$ cat src/rtl/rxf_pkg.sv
`timescale 1ns/1ps
package rxf_pkg;
  typedef struct packed {
    logic [7:0] data;
    logic       perr;
    logic       ferr;
    logic       brk;
  } rx_word_t;

  typedef enum logic [2:0] {
    S_IDLE, S_START, S_DATA, S_PAR, S_STOP, S_HOLD
  } rx_state_e;

  function automatic int trig_level(input logic [1:0] sel);
    case (sel)
      2'b00:   return 1;
      2'b01:   return 4;
      2'b10:   return 8;
      default: return 14;
    endcase
  endfunction
endpackage

$ cat src/rtl/rx_bit_sampler.sv
`timescale 1ns/1ps
module rx_bit_sampler
  import rxf_pkg::*;
#(
  parameter int OSR = 16
) (
  input  logic     clk_i,
  input  logic     rst_ni,
  input  logic     tick_i,
  input  logic     rxd_i,
  input  logic [1:0] width_i,
  input  logic     par_en_i,
  input  logic     par_odd_i,
  output rx_word_t word_o,
  output logic     valid_o
);
  localparam int CW  = $clog2(OSR);
  localparam int MID = OSR / 2 - 1;

  logic [1:0]  sync_q;
  logic        rx_s;
  rx_state_e   state_q;
  logic [CW-1:0] cnt_q;
  logic [2:0]  bit_idx_q;
  logic [7:0]  shreg_q;
  logic        zeros_q;
  logic        par_acc_q;
  logic        valid_q;
  rx_word_t    word_q;
  logic [2:0]  last_idx;
  logic        bit_end;
  logic        stop_brk;

  assign rx_s     = sync_q[1];
  assign last_idx = 3'd4 + {1'b0, width_i};
  assign bit_end  = tick_i && (cnt_q == CW'(OSR - 1));
  assign stop_brk = zeros_q && !rx_s;

  always_ff @(posedge clk_i or negedge rst_ni) begin
    if (!rst_ni) sync_q <= 2'b11;
    else         sync_q <= {sync_q[0], rxd_i};
  end

  always_ff @(posedge clk_i or negedge rst_ni) begin
    if (!rst_ni) begin
      state_q   <= S_IDLE;
      cnt_q     <= '0;
      bit_idx_q <= '0;
      shreg_q   <= '0;
      zeros_q   <= 1'b0;
      par_acc_q <= 1'b0;
      valid_q   <= 1'b0;
      word_q    <= '0;
    end else begin
      valid_q <= 1'b0;
      if (tick_i && state_q != S_IDLE && state_q != S_HOLD)
        cnt_q <= cnt_q + 1'b1;
      unique case (state_q)
        S_IDLE: if (tick_i && !rx_s) begin
          state_q <= S_START;
          cnt_q   <= '0;
        end
        S_START: if (tick_i && cnt_q == CW'(MID)) begin
          cnt_q     <= '0;
          bit_idx_q <= '0;
          shreg_q   <= '0;
          zeros_q   <= 1'b1;
          par_acc_q <= 1'b0;
          state_q   <= rx_s ? S_IDLE : S_DATA;  // false start check
        end
        S_DATA: if (bit_end) begin
          shreg_q[bit_idx_q] <= rx_s;
          par_acc_q <= par_acc_q ^ rx_s;
          zeros_q   <= zeros_q & ~rx_s;
          bit_idx_q <= bit_idx_q + 1'b1;
          if (bit_idx_q == last_idx) state_q <= par_en_i ? S_PAR : S_STOP;
        end
        S_PAR: if (bit_end) begin
          par_acc_q <= par_acc_q ^ rx_s;
          zeros_q   <= zeros_q & ~rx_s;
          state_q   <= S_STOP;
        end
        S_STOP: if (bit_end) begin
          valid_q     <= 1'b1;
          word_q.data <= stop_brk ? 8'h00 : shreg_q;
          word_q.perr <= par_en_i && !stop_brk && (par_acc_q ^ par_odd_i);
          word_q.ferr <= !rx_s;
          word_q.brk  <= stop_brk;
          state_q     <= rx_s ? S_IDLE : S_HOLD;
        end
        S_HOLD: if (rx_s) state_q <= S_IDLE;
        default: state_q <= S_IDLE;
      endcase
    end
  end

  assign word_o  = word_q;
  assign valid_o = valid_q;

  p_break_word_r5: assert property (@(posedge clk_i) disable iff (!rst_ni)
    (valid_o && word_o.brk) |-> (word_o.data == 8'h00 && word_o.ferr && !word_o.perr));
  p_hold_quiet_r5: assert property (@(posedge clk_i) disable iff (!rst_ni)
    (state_q == S_HOLD && $past(state_q == S_HOLD)) |-> !valid_o);
  p_false_start_r3: assert property (@(posedge clk_i) disable iff (!rst_ni)
    (state_q == S_START && tick_i && cnt_q == CW'(MID) && rx_s) |=> (state_q == S_IDLE && !valid_o));
endmodule

$ cat src/rtl/rx_flag_fifo.sv
`timescale 1ns/1ps
module rx_flag_fifo #(
  parameter int W     = 11,
  parameter int DEPTH = 16,
  localparam int AW   = $clog2(DEPTH),
  localparam int LW   = AW + 1
) (
  input  logic          clk_i,
  input  logic          rst_ni,
  input  logic          push_i,
  input  logic [W-1:0]  din_i,
  input  logic          pop_i,
  output logic [W-1:0]  dout_o,
  output logic [LW-1:0] count_o,
  output logic          full_o,
  output logic          empty_o
);
  logic [W-1:0]  mem [DEPTH];
  logic [AW-1:0] wr_ptr_q, rd_ptr_q;
  logic [LW-1:0] count_q;
  logic          do_push, do_pop;

  assign full_o  = (count_q == LW'(DEPTH));
  assign empty_o = (count_q == '0);
  assign do_push = push_i && !full_o;
  assign do_pop  = pop_i && !empty_o;

  function automatic logic [AW-1:0] nxt(input logic [AW-1:0] p);
    return (p == AW'(DEPTH - 1)) ? '0 : p + 1'b1;
  endfunction

  always_ff @(posedge clk_i) if (do_push) mem[wr_ptr_q] <= din_i;

  always_ff @(posedge clk_i or negedge rst_ni) begin
    if (!rst_ni) begin
      wr_ptr_q <= '0;
      rd_ptr_q <= '0;
      count_q  <= '0;
    end else begin
      if (do_push) wr_ptr_q <= nxt(wr_ptr_q);
      if (do_pop)  rd_ptr_q <= nxt(rd_ptr_q);
      case ({do_push, do_pop})
        2'b10:   count_q <= count_q + 1'b1;
        2'b01:   count_q <= count_q - 1'b1;
        default: count_q <= count_q;
      endcase
    end
  end

  assign dout_o  = mem[rd_ptr_q];
  assign count_o = count_q;

  p_no_overflow_r6: assert property (@(posedge clk_i) disable iff (!rst_ni)
    count_q <= LW'(DEPTH));
  p_pop_empty_r10: assert property (@(posedge clk_i) disable iff (!rst_ni)
    (pop_i && empty_o && !push_i) |=> (count_q == '0 && $stable(rd_ptr_q)));
  p_full_push_r7: assert property (@(posedge clk_i) disable iff (!rst_ni)
    (push_i && full_o && !pop_i) |=> ($stable(wr_ptr_q) && full_o));
endmodule

$ cat src/rtl/rx_trigger.sv
`timescale 1ns/1ps
module rx_trigger
  import rxf_pkg::*;
#(
  parameter int LW = 5
) (
  input  logic          clk_i,
  input  logic          rst_ni,
  input  logic [LW-1:0] count_i,
  input  logic [1:0]    sel_i,
  output logic          avail_o,
  output logic          rdy_no
);
  logic [LW-1:0] thr;
  logic          rdy_n_q;

  assign thr     = LW'(trig_level(sel_i));
  assign avail_o = (count_i >= thr);

  // hysteresis: assert on threshold, release only when drained
  always_ff @(posedge clk_i or negedge rst_ni) begin
    if (!rst_ni)              rdy_n_q <= 1'b1;
    else if (avail_o)         rdy_n_q <= 1'b0;
    else if (count_i == '0)   rdy_n_q <= 1'b1;
  end

  assign rdy_no = rdy_n_q;

  p_rdy_assert_r9: assert property (@(posedge clk_i) disable iff (!rst_ni)
    avail_o |=> !rdy_no);
  p_rdy_release_r9: assert property (@(posedge clk_i) disable iff (!rst_ni)
    (count_i == '0) |=> rdy_no);
endmodule

$ cat src/rtl/serial_rx_channel.sv
`timescale 1ns/1ps
module serial_rx_channel
  import rxf_pkg::*;
#(
  parameter int OSR   = 16,
  parameter int DEPTH = 16,
  localparam int LW   = $clog2(DEPTH) + 1
) (
  input  logic          clk_i,
  input  logic          rst_ni,
  input  logic          tick16_i,
  input  logic          rxd_i,
  input  logic [1:0]    width_i,
  input  logic          par_en_i,
  input  logic          par_odd_i,
  input  logic [1:0]    trig_sel_i,
  input  logic          pop_i,
  input  logic          lsr_rd_i,
  output logic [7:0]    data_o,
  output logic          perr_o,
  output logic          ferr_o,
  output logic          brk_o,
  output logic          empty_o,
  output logic [LW-1:0] level_o,
  output logic          avail_o,
  output logic          overrun_o,
  output logic          rx_ready_no
);
  localparam int W = $bits(rx_word_t);

  rx_word_t      rx_word, head;
  logic          rx_valid, full;
  logic          ovr_q;
  logic [LW-1:0] count;

  rx_bit_sampler #(.OSR(OSR)) u_sampler (
    .clk_i, .rst_ni,
    .tick_i   (tick16_i),
    .rxd_i,
    .width_i,
    .par_en_i,
    .par_odd_i,
    .word_o   (rx_word),
    .valid_o  (rx_valid)
  );

  rx_flag_fifo #(.W(W), .DEPTH(DEPTH)) u_fifo (
    .clk_i, .rst_ni,
    .push_i  (rx_valid),
    .din_i   (rx_word),
    .pop_i,
    .dout_o  (head),
    .count_o (count),
    .full_o  (full),
    .empty_o
  );

  rx_trigger #(.LW(LW)) u_trig (
    .clk_i, .rst_ni,
    .count_i (count),
    .sel_i   (trig_sel_i),
    .avail_o,
    .rdy_no  (rx_ready_no)
  );

  // set wins over a same-cycle status read
  always_ff @(posedge clk_i or negedge rst_ni) begin
    if (!rst_ni)                ovr_q <= 1'b0;
    else if (rx_valid && full)  ovr_q <= 1'b1;
    else if (lsr_rd_i)          ovr_q <= 1'b0;
  end

  assign overrun_o = ovr_q;
  assign level_o   = count;
  assign data_o    = head.data;
  assign perr_o    = head.perr;
  assign ferr_o    = head.ferr;
  assign brk_o     = head.brk;

  p_ovr_set_r7: assert property (@(posedge clk_i) disable iff (!rst_ni)
    (rx_valid && full) |=> overrun_o);
  p_ovr_clr_r7: assert property (@(posedge clk_i) disable iff (!rst_ni)
    (lsr_rd_i && !(rx_valid && full)) |=> !overrun_o);
  p_ovr_hold_r7: assert property (@(posedge clk_i) disable iff (!rst_ni)
    (overrun_o && !lsr_rd_i) |=> overrun_o);
endmodule

$ cat config.mk
export PLATFORM = sky130hd
export DESIGN_NAME = serial_rx_channel
export DESIGN_NICKNAME = d
export VERILOG_FILES = /design/src/rtl/rxf_pkg.sv /design/src/rtl/rx_bit_sampler.sv /design/src/rtl/rx_flag_fifo.sv /design/src/rtl/rx_trigger.sv /design/src/rtl/serial_rx_channel.sv
export SDC_FILE = /design/constraint.sdc
export NUM_CORES = 1
export LEC_CHECK = 0
export BUFFER_PORTS_ARGS = -buffer_cell sky130_fd_sc_hd__buf_2
export CORE_MARGIN = 4
export CORE_UTILIZATION = 56
export DETAILED_ROUTE_END_ITERATION = 7
export PLACE_DENSITY = 0.76
export SLEW_MARGIN = 25
export SYNTH_ARGS = -nofsm -noshare
export SYNTH_HDL_FRONTEND = slang
export SYNTH_SLANG_ARGS = --single-unit
$ cat constraint.sdc
create_clock -name clk_i -period 2.7 [get_ports clk_i]
set_clock_uncertainty 0.15 [all_clocks]
set_input_delay 0.81 -clock clk_i [delete_from_list [all_inputs] [get_ports clk_i]]
set_output_delay 0.81 -clock clk_i [all_outputs]
set_load 0.01 [all_outputs]
# Yosys cells after proc, flatten, opt, wreduce, memory -nomap -nowiden
# Memory sizes are Yosys's and may differ from the RTL's.
# Cells that the tools add are included.
# totals
regBits,49
latch_bits,0
ram_bits,176
rom_bits,0
inputBits,12
output_inout_bits,20
word_cells,129
n_memories,1
# classes
add_sub_neg,7
mul,0
div_mod_pow,0
n_lt_le_gt_ge,3
n_eq_ne,24
shifts,0
mux,43
n_bitwise,4
reduce_logical,30
# mem_list
memory,words,word_bits,rd,rd_clocked_by_memory_dff,write_ports,line,source
u_fifo.mem,16,11,1,0,1,rx_flag_fifo.sv:18,logic [W-1:0] mem [DEPTH];
# op_table
op,n
two-way mux 3 bit,11
two-way mux 8 bit,3
two-way mux 4 bit,5
one-hot mux 3 bit (6 select lines),1
"!= test 2 x 1 -> 1 bit, second input constant",8
one-hot mux 8 bit (2 select lines),1
two-way mux 1 bit,13
"adder 4 x 1 -> 4 bit, second input constant",3
"== test 4 bit, second input constant",3
logical AND 1 bit,12
one-hot mux 4 bit (3 select lines),1
one-hot mux 5 bit (2 select lines),1
nonzero test 2 bit,5
bitwise mux 8 bit,1
one-hot mux 4 bit (2 select lines),1
AND reduction 7 bit,1
"== test 3 x 2 -> 1 bit, second input constant",2
"== test 3 bit, second input constant",2
one-hot mux 3 bit (2 select lines),1
AND reduction 3 bit,2
"adder 5 x 1 -> 5 bit, second input constant",1
"== test 5 bit, second input constant",1
greater-or-equal comparator 5 x 4 -> 1 bit,1
logical NOT 5 bit,1
23 further kinds,30

# Logic depth before layout (Yosys ltp)
# depth
ltp_word,7
mapped_depth,14
depth_no_buf,11

# Hierarchy
# A second synthesis with hierarchy kept.
# hier_totals
cells_unflattened,617
hier_area_um2,9552.9
# by_module_without_submodules
mod,n_inst,cells_each,area_each_um2,seq_area_each_um2
rx_flag_fifo,1,413,7594.8,5610.4
rx_bit_sampler,1,181,1754.2,853.3
rx_trigger,1,19,162.7,26.3
serial_rx_channel,1,4,41.3,25.0

# Worst setup path before layout
# No wires, ideal clock.
# synth_path
path_type,register to register
start,"register u_fifo.count_q[1], in the netlist u_fifo.count_o[1]"
end,"register u_fifo.count_q[4], in the netlist u_fifo.count_o[4]"
setup_time_ns,0.123
arrival_ns,2.620
t_required_ns,2.427
path_slack_ns,-0.193
path_stages_with_launch,15
n_path_buf,3
synth_period_minus_slack_ns,2.893
cell_sequence,dfrtp_1 buf_2 nor4_4 nand2_1 and2_1 buf_6 inv_2 ha_1 clkbuf_1 xor2_1 ha_1 o211a_1 o31ai_1 a31oi_1 xnor2_1
# synth_between
elab_chain_cells,5
elab_cells_between_ends,12
cone_classes,add/sub (2); eq/ne (3); mux (1); reduce/logical (6)
# synth_rtl
element,line,source
start: declaration,rx_flag_fifo.sv:20,logic [LW-1:0] count_q;
start signal: assignment,rx_flag_fifo.sv:43,2'b10: count_q <= count_q + 1'b1;
start signal: assignment,rx_flag_fifo.sv:44,2'b01: count_q <= count_q - 1'b1;
start signal: assignment,rx_flag_fifo.sv:45,default: count_q <= count_q;
== test 5 bit / logical NOT 5 bit (equally long branches),"rx_flag_fifo.sv:23, rx_flag_fifo.sv:24",
logical NOT 1 bit (on tied branches),"rx_flag_fifo.sv:25, rx_flag_fifo.sv:26",
logical AND 1 bit (on tied branches),"rx_flag_fifo.sv:25, rx_flag_fifo.sv:26",
== test 2 x 1 -> 1 bit / == test 2 bit (equally long branches),rx_flag_fifo.sv:42,"case ({do_push, do_pop})"
one-hot mux 5 bit (2 select lines) / nonzero test 2 bit (equally long branches),n/a,
# Several ways; a longest one is shown, not always the timed one.
# A chain may end at the register's enable or synchronous reset.

# Worst setup path in the final report
# layout_path
start,register u_fifo.rd_ptr_q[0]
end,output data_o[7]
# layout_between
elab_chain_cells,1
# layout_rtl
element,line,source
start: declaration,rx_flag_fifo.sv:19,"logic [AW-1:0] wr_ptr_q, rd_ptr_q;"
start signal: assignment,rx_flag_fifo.sv:41,if (do_pop) rd_ptr_q <= nxt(rd_ptr_q);
memory (16 x 11 bit),n/a,
end: declaration,serial_rx_channel.sv:19,"output logic [7:0] data_o,"
# Every way passes these cells.

==> qor.yml <==
global_route:
  initial_antenna_violation_count: 0
  grt-ovfl-total: 0
  grt_pass1_vias: 5869
  largest_net_degree_at_the_start_of_global_routing: 50
  grt_usage_pct: 21.30
  first_pass_grt_wire_length_um: 32840
  use_met2_pct: 37.00
  groute.layer.met3.usage_pct: 3.465
  grt_util_met1_pct: 28.82
  gr-max-usage-layer: "met2"
critical_path:
  timing.critical_path.max_delay_family: "compound AO/OA/AOI/OAI gates"
  worst_path_largest_cell_delay_ns: 0.49
  critPathKind: "reg2out"
  crit_path_end_kind: "output port"
  reg2reg_setup_slack_ns: 0.12
  worst-endpoint-required_ns: 1.74
  cp_launch_type: "flip-flop"
  critical_path.most_common_cell: "sky130_fd_sc_hd__buf_12"
  crit_path_top_delay_cell: "sky130_fd_sc_hd__dfrtp_4"
  arrival_time_reported_for_the_critical_path_endpoint_ns: 2.29
  critical_path.max_fanout: 19
  critical_path_buf_inv_count: 3
  critical_path.cell_chain: "buf_12, buf_12, mux2i_1, a221oi_2, o21ai_1, nand2_1, buf_2"
timing:
  rsz_0062_raised_after_global_routing: "yes"
  finalCriticalPeriod_ns: 3.249
  timing.final.setup_violations: 12
  worst-slew-pin-transition_ns: 1.042
  postLayoutSetupSlackWorst_ns: -0.5493
  finalCritPeriodShare_pct: 120.3
  max_clock_freq_mhz: 307.8
  timing.final.max_slew_violations: 0
  slew_limit_headroom_pct: 30.27
  holdWs_ns: 0.2074
  final-hold-violation-count: 0
placement:
  port_buffers: 31
  gp_congestion: 0.8963
  hpwl_reported_at_the_end_of_detailed_placement_um: 12550
  placed_cell_area_um2: 10200
die:
  die_h_um: 139.5
  die_width_um: 139.5
  design.die.area_um2: 19450
  initial_core_utilization_pct: 57.75
  num_rows: 47
  core_area_um2: 16760
  i_o_pin_count: 32
synthesis:
  synthesis.nets: 670
  post_synth_num_cell_types: 59
  post_synthesis_instance_area_um2: 9678
  synth-seq-area-share_pct: 67.32
  async_flop_share_pct: 21.78
  yosys_warnings: 0
  synth_ff_type: "sky130_fd_sc_hd__edfxtp_1"
  yosys_register_bits: 225
  post_synth_inst_count: 643
  syn_area_per_cell_um2: 15.05
  synth-edff-count: 176
final_layout:
  final_core_utilization_pct: 67.72
  multi_input_combinational_cell_area_um2: 3098
  nets: 736
  fin_area_um2: 11350
  final_layout_size_suffix_gt1_share_pct: 28.18
  final-seq-area_um2: 6521
  filler_cell_count: 1118
  antenna_cells: 0
  synthToLayoutAreaGrowth_pct: 17.27
routing:
  drt_drc_violations_left: 0
  wl_per_cell_um: 21.80
  drt_iter0_markers: 507
  routed_wirelength_um: 20580
  drtPass1Iterations: 5
  detailroute.via_count: 5780
  route.antenna.remaining_nets: 0
  vias_per_cell: 6.123
clock_network:
  cts_tree: "built"
  cts_htree_levels: 1
  clk_latency_ns: 0.50
  cts-buffers-inserted: 23
  cts_root_buffer: "sky130_fd_sc_hd__clkbuf_16"
  cts.clk_slew.worst_paths_ns: 0.06
  cts.path.max_buffers: 3
  numClockSinks: 225
min_path:
  min_path_type: "reg2reg"
outcome:
  failed_checks: "negative setup slack"
  status: "finished, violations left"
run:
  max_cap_viol_count: 0
pwr:
  power_density_nw_per_um2: 936.8
  total_power_mw: 10.63
  power.ir.vdd_worst_mv: 0.5790
  static-leakage-power_nw: 4.118
-- per-stage QoR --
step / cells / setup TNS, ns / setup WS [ns]
after floorplan: 643 / -0.1122 / -0.06794
after global placement: 891 / -0.3379 / -0.3379
after detailed placement: 891 / -0.4150 / -0.3575
after CTS: 940 / -5.825 / -0.5344
after global routing: 944 / -6.740 / -0.6195
final: 944 / -5.806 / -0.5493
-- cell families after synthesis --
| group | count (synthesis) | synth area share, % |
|---|---|---|
| fa+ha+maj | 15 | 1.939 |
| compound gates | 123 | 8.636 |
| flops | 225 | 67.32 |
| xor+xnor | 15 | 1.358 |
| buf+inv | 50 | 2.883 |
| simple gates | 136 | 6.658 |
| mux | 79 | 11.21 |
-- final timing paths --
check,from,to,cells after the start
worst min register to register,u_sampler.sync_q[0],u_sampler.sync_q[1],0
min in group asynchronous,rst_ni,u_sampler.cnt_q[0],2
worst max-delay path,u_fifo.rd_ptr_q[0],data_o[7],7
worst min-delay path,u_sampler.sync_q[0],u_sampler.sync_q[1],0
worst max register to register,u_fifo.count_o[2],u_fifo.count_o[4],10
max in group asynchronous,rst_ni,u_fifo.rd_ptr_q[0],2
-- cells in the mapped netlist, types with 11 or more instances --
library cell	instances	area (um^2)
sky130_fd_sc_hd__a21oi_1	22	110.1
sky130_fd_sc_hd__a22oi_1	14	105.1
sky130_fd_sc_hd__clkbuf_1	12	45.04
sky130_fd_sc_hd__dfrtp_1	46	1151
sky130_fd_sc_hd__edfxtp_1	176	5285
sky130_fd_sc_hd__ha_1	15	187.7
sky130_fd_sc_hd__inv_1	11	41.29
sky130_fd_sc_hd__mux2_1	11	123.9
sky130_fd_sc_hd__mux2i_1	42	420.4
sky130_fd_sc_hd__mux4_2	22	495.5
sky130_fd_sc_hd__nand2_1	64	240.2
sky130_fd_sc_hd__nor2_1	28	105.1
sky130_fd_sc_hd__o21ai_0	30	150.1
sky130_fd_sc_hd__o21ai_1	14	70.07
-- what timing repair did --
action / 4_1_cts / 5_1_grt
hold buffers: 0 / 0
endpoints found under the setup margin: 12 / 15
setup buffers: 6 / 4
resized for setup: 38 / 32
pin swaps: 18 / 13
cloned: 3 / 0
-- state kept, by name, indices dropped and copies added, names as in the netlist, 3 cells and up --
register / flops
u_fifo.wr_ptr_q: 4
u_sampler.cnt_q: 4
u_fifo.count_o: 5
u_sampler.bit_idx_q: 3
u_fifo.rd_ptr_q: 4
u_sampler.shreg_q: 8
u_fifo.mem: 176
u_sampler.word_o: 11
u_sampler.state_q: 3
-- per-layer routing --
| layer | vias up | share of wire, % |
|---|---|---|
| met5 | - | 0 |
| met4 | 0 | 1.5 |
| met3 | 33 | 6.4 |
| met2 | 213 | 51 |
| met1 | 2948 | 41 |
| li1 | 2586 | - |
-- layout by cell type (no fill, tap or decap), types with 6 or more instances in the layout --
cell type,n
sky130_fd_sc_hd__o21ai_1,19
sky130_fd_sc_hd__mux2i_1,39
sky130_fd_sc_hd__buf_2,27
sky130_fd_sc_hd__a22oi_2,6
sky130_fd_sc_hd__inv_1,11
sky130_fd_sc_hd__xnor2_1,7
sky130_fd_sc_hd__a21oi_1,13
sky130_fd_sc_hd__ha_1,12
sky130_fd_sc_hd__a221oi_2,11
sky130_fd_sc_hd__a22oi_1,8
sky130_fd_sc_hd__xor2_1,8
sky130_fd_sc_hd__a21oi_2,9
sky130_fd_sc_hd__edfxtp_1,176
sky130_fd_sc_hd__buf_6,7
sky130_fd_sc_hd__mux2_1,7
sky130_fd_sc_hd__buf_4,33
sky130_fd_sc_hd__nor2_2,7
sky130_fd_sc_hd__buf_12,6
sky130_fd_sc_hd__nand2_1,64
sky130_fd_sc_hd__nor2_1,21
sky130_fd_sc_hd__o21ai_0,21
sky130_fd_sc_hd__mux4_2,22
sky130_fd_sc_hd__nand3_1,10
sky130_fd_sc_hd__dfrtp_1,43
sky130_fd_sc_hd__clkbuf_1,6
sky130_fd_sc_hd__clkbuf_16,23
sky130_fd_sc_hd__nor3_1,6
-- final cells by class --
type	count	area share [%]
sequential	225	57.46
multi-input combinational	368	27.30
timing repair buffer	78	6.118
clock buffer	29	5.270
tap	220	2.425
clock inverter	11	0.9812
inverter	13	0.4520
-- power breakdown --
part,internal [mW],switching [mW],total (mW)
Combinational,1.69,1.80,3.49
Clock,1.76,1.23,2.99
Sequential,3.86,0.291,4.15
Total,7.31,3.32,10.6
-- worst register-to-register path, stage by stage (launching register included) --
cell                       delay, ns
sky130_fd_sc_hd__dfrtp_1        0.39
sky130_fd_sc_hd__buf_6          0.13
sky130_fd_sc_hd__nor4_4         0.36
sky130_fd_sc_hd__a21boi_1       0.21
sky130_fd_sc_hd__ha_4           0.22
sky130_fd_sc_hd__xor2_1         0.16
sky130_fd_sc_hd__ha_2           0.20
sky130_fd_sc_hd__o211a_1        0.23
sky130_fd_sc_hd__o31ai_2        0.18
sky130_fd_sc_hd__a31oi_1        0.09
sky130_fd_sc_hd__xnor2_1        0.14
(Power assumes the default switching activity.)
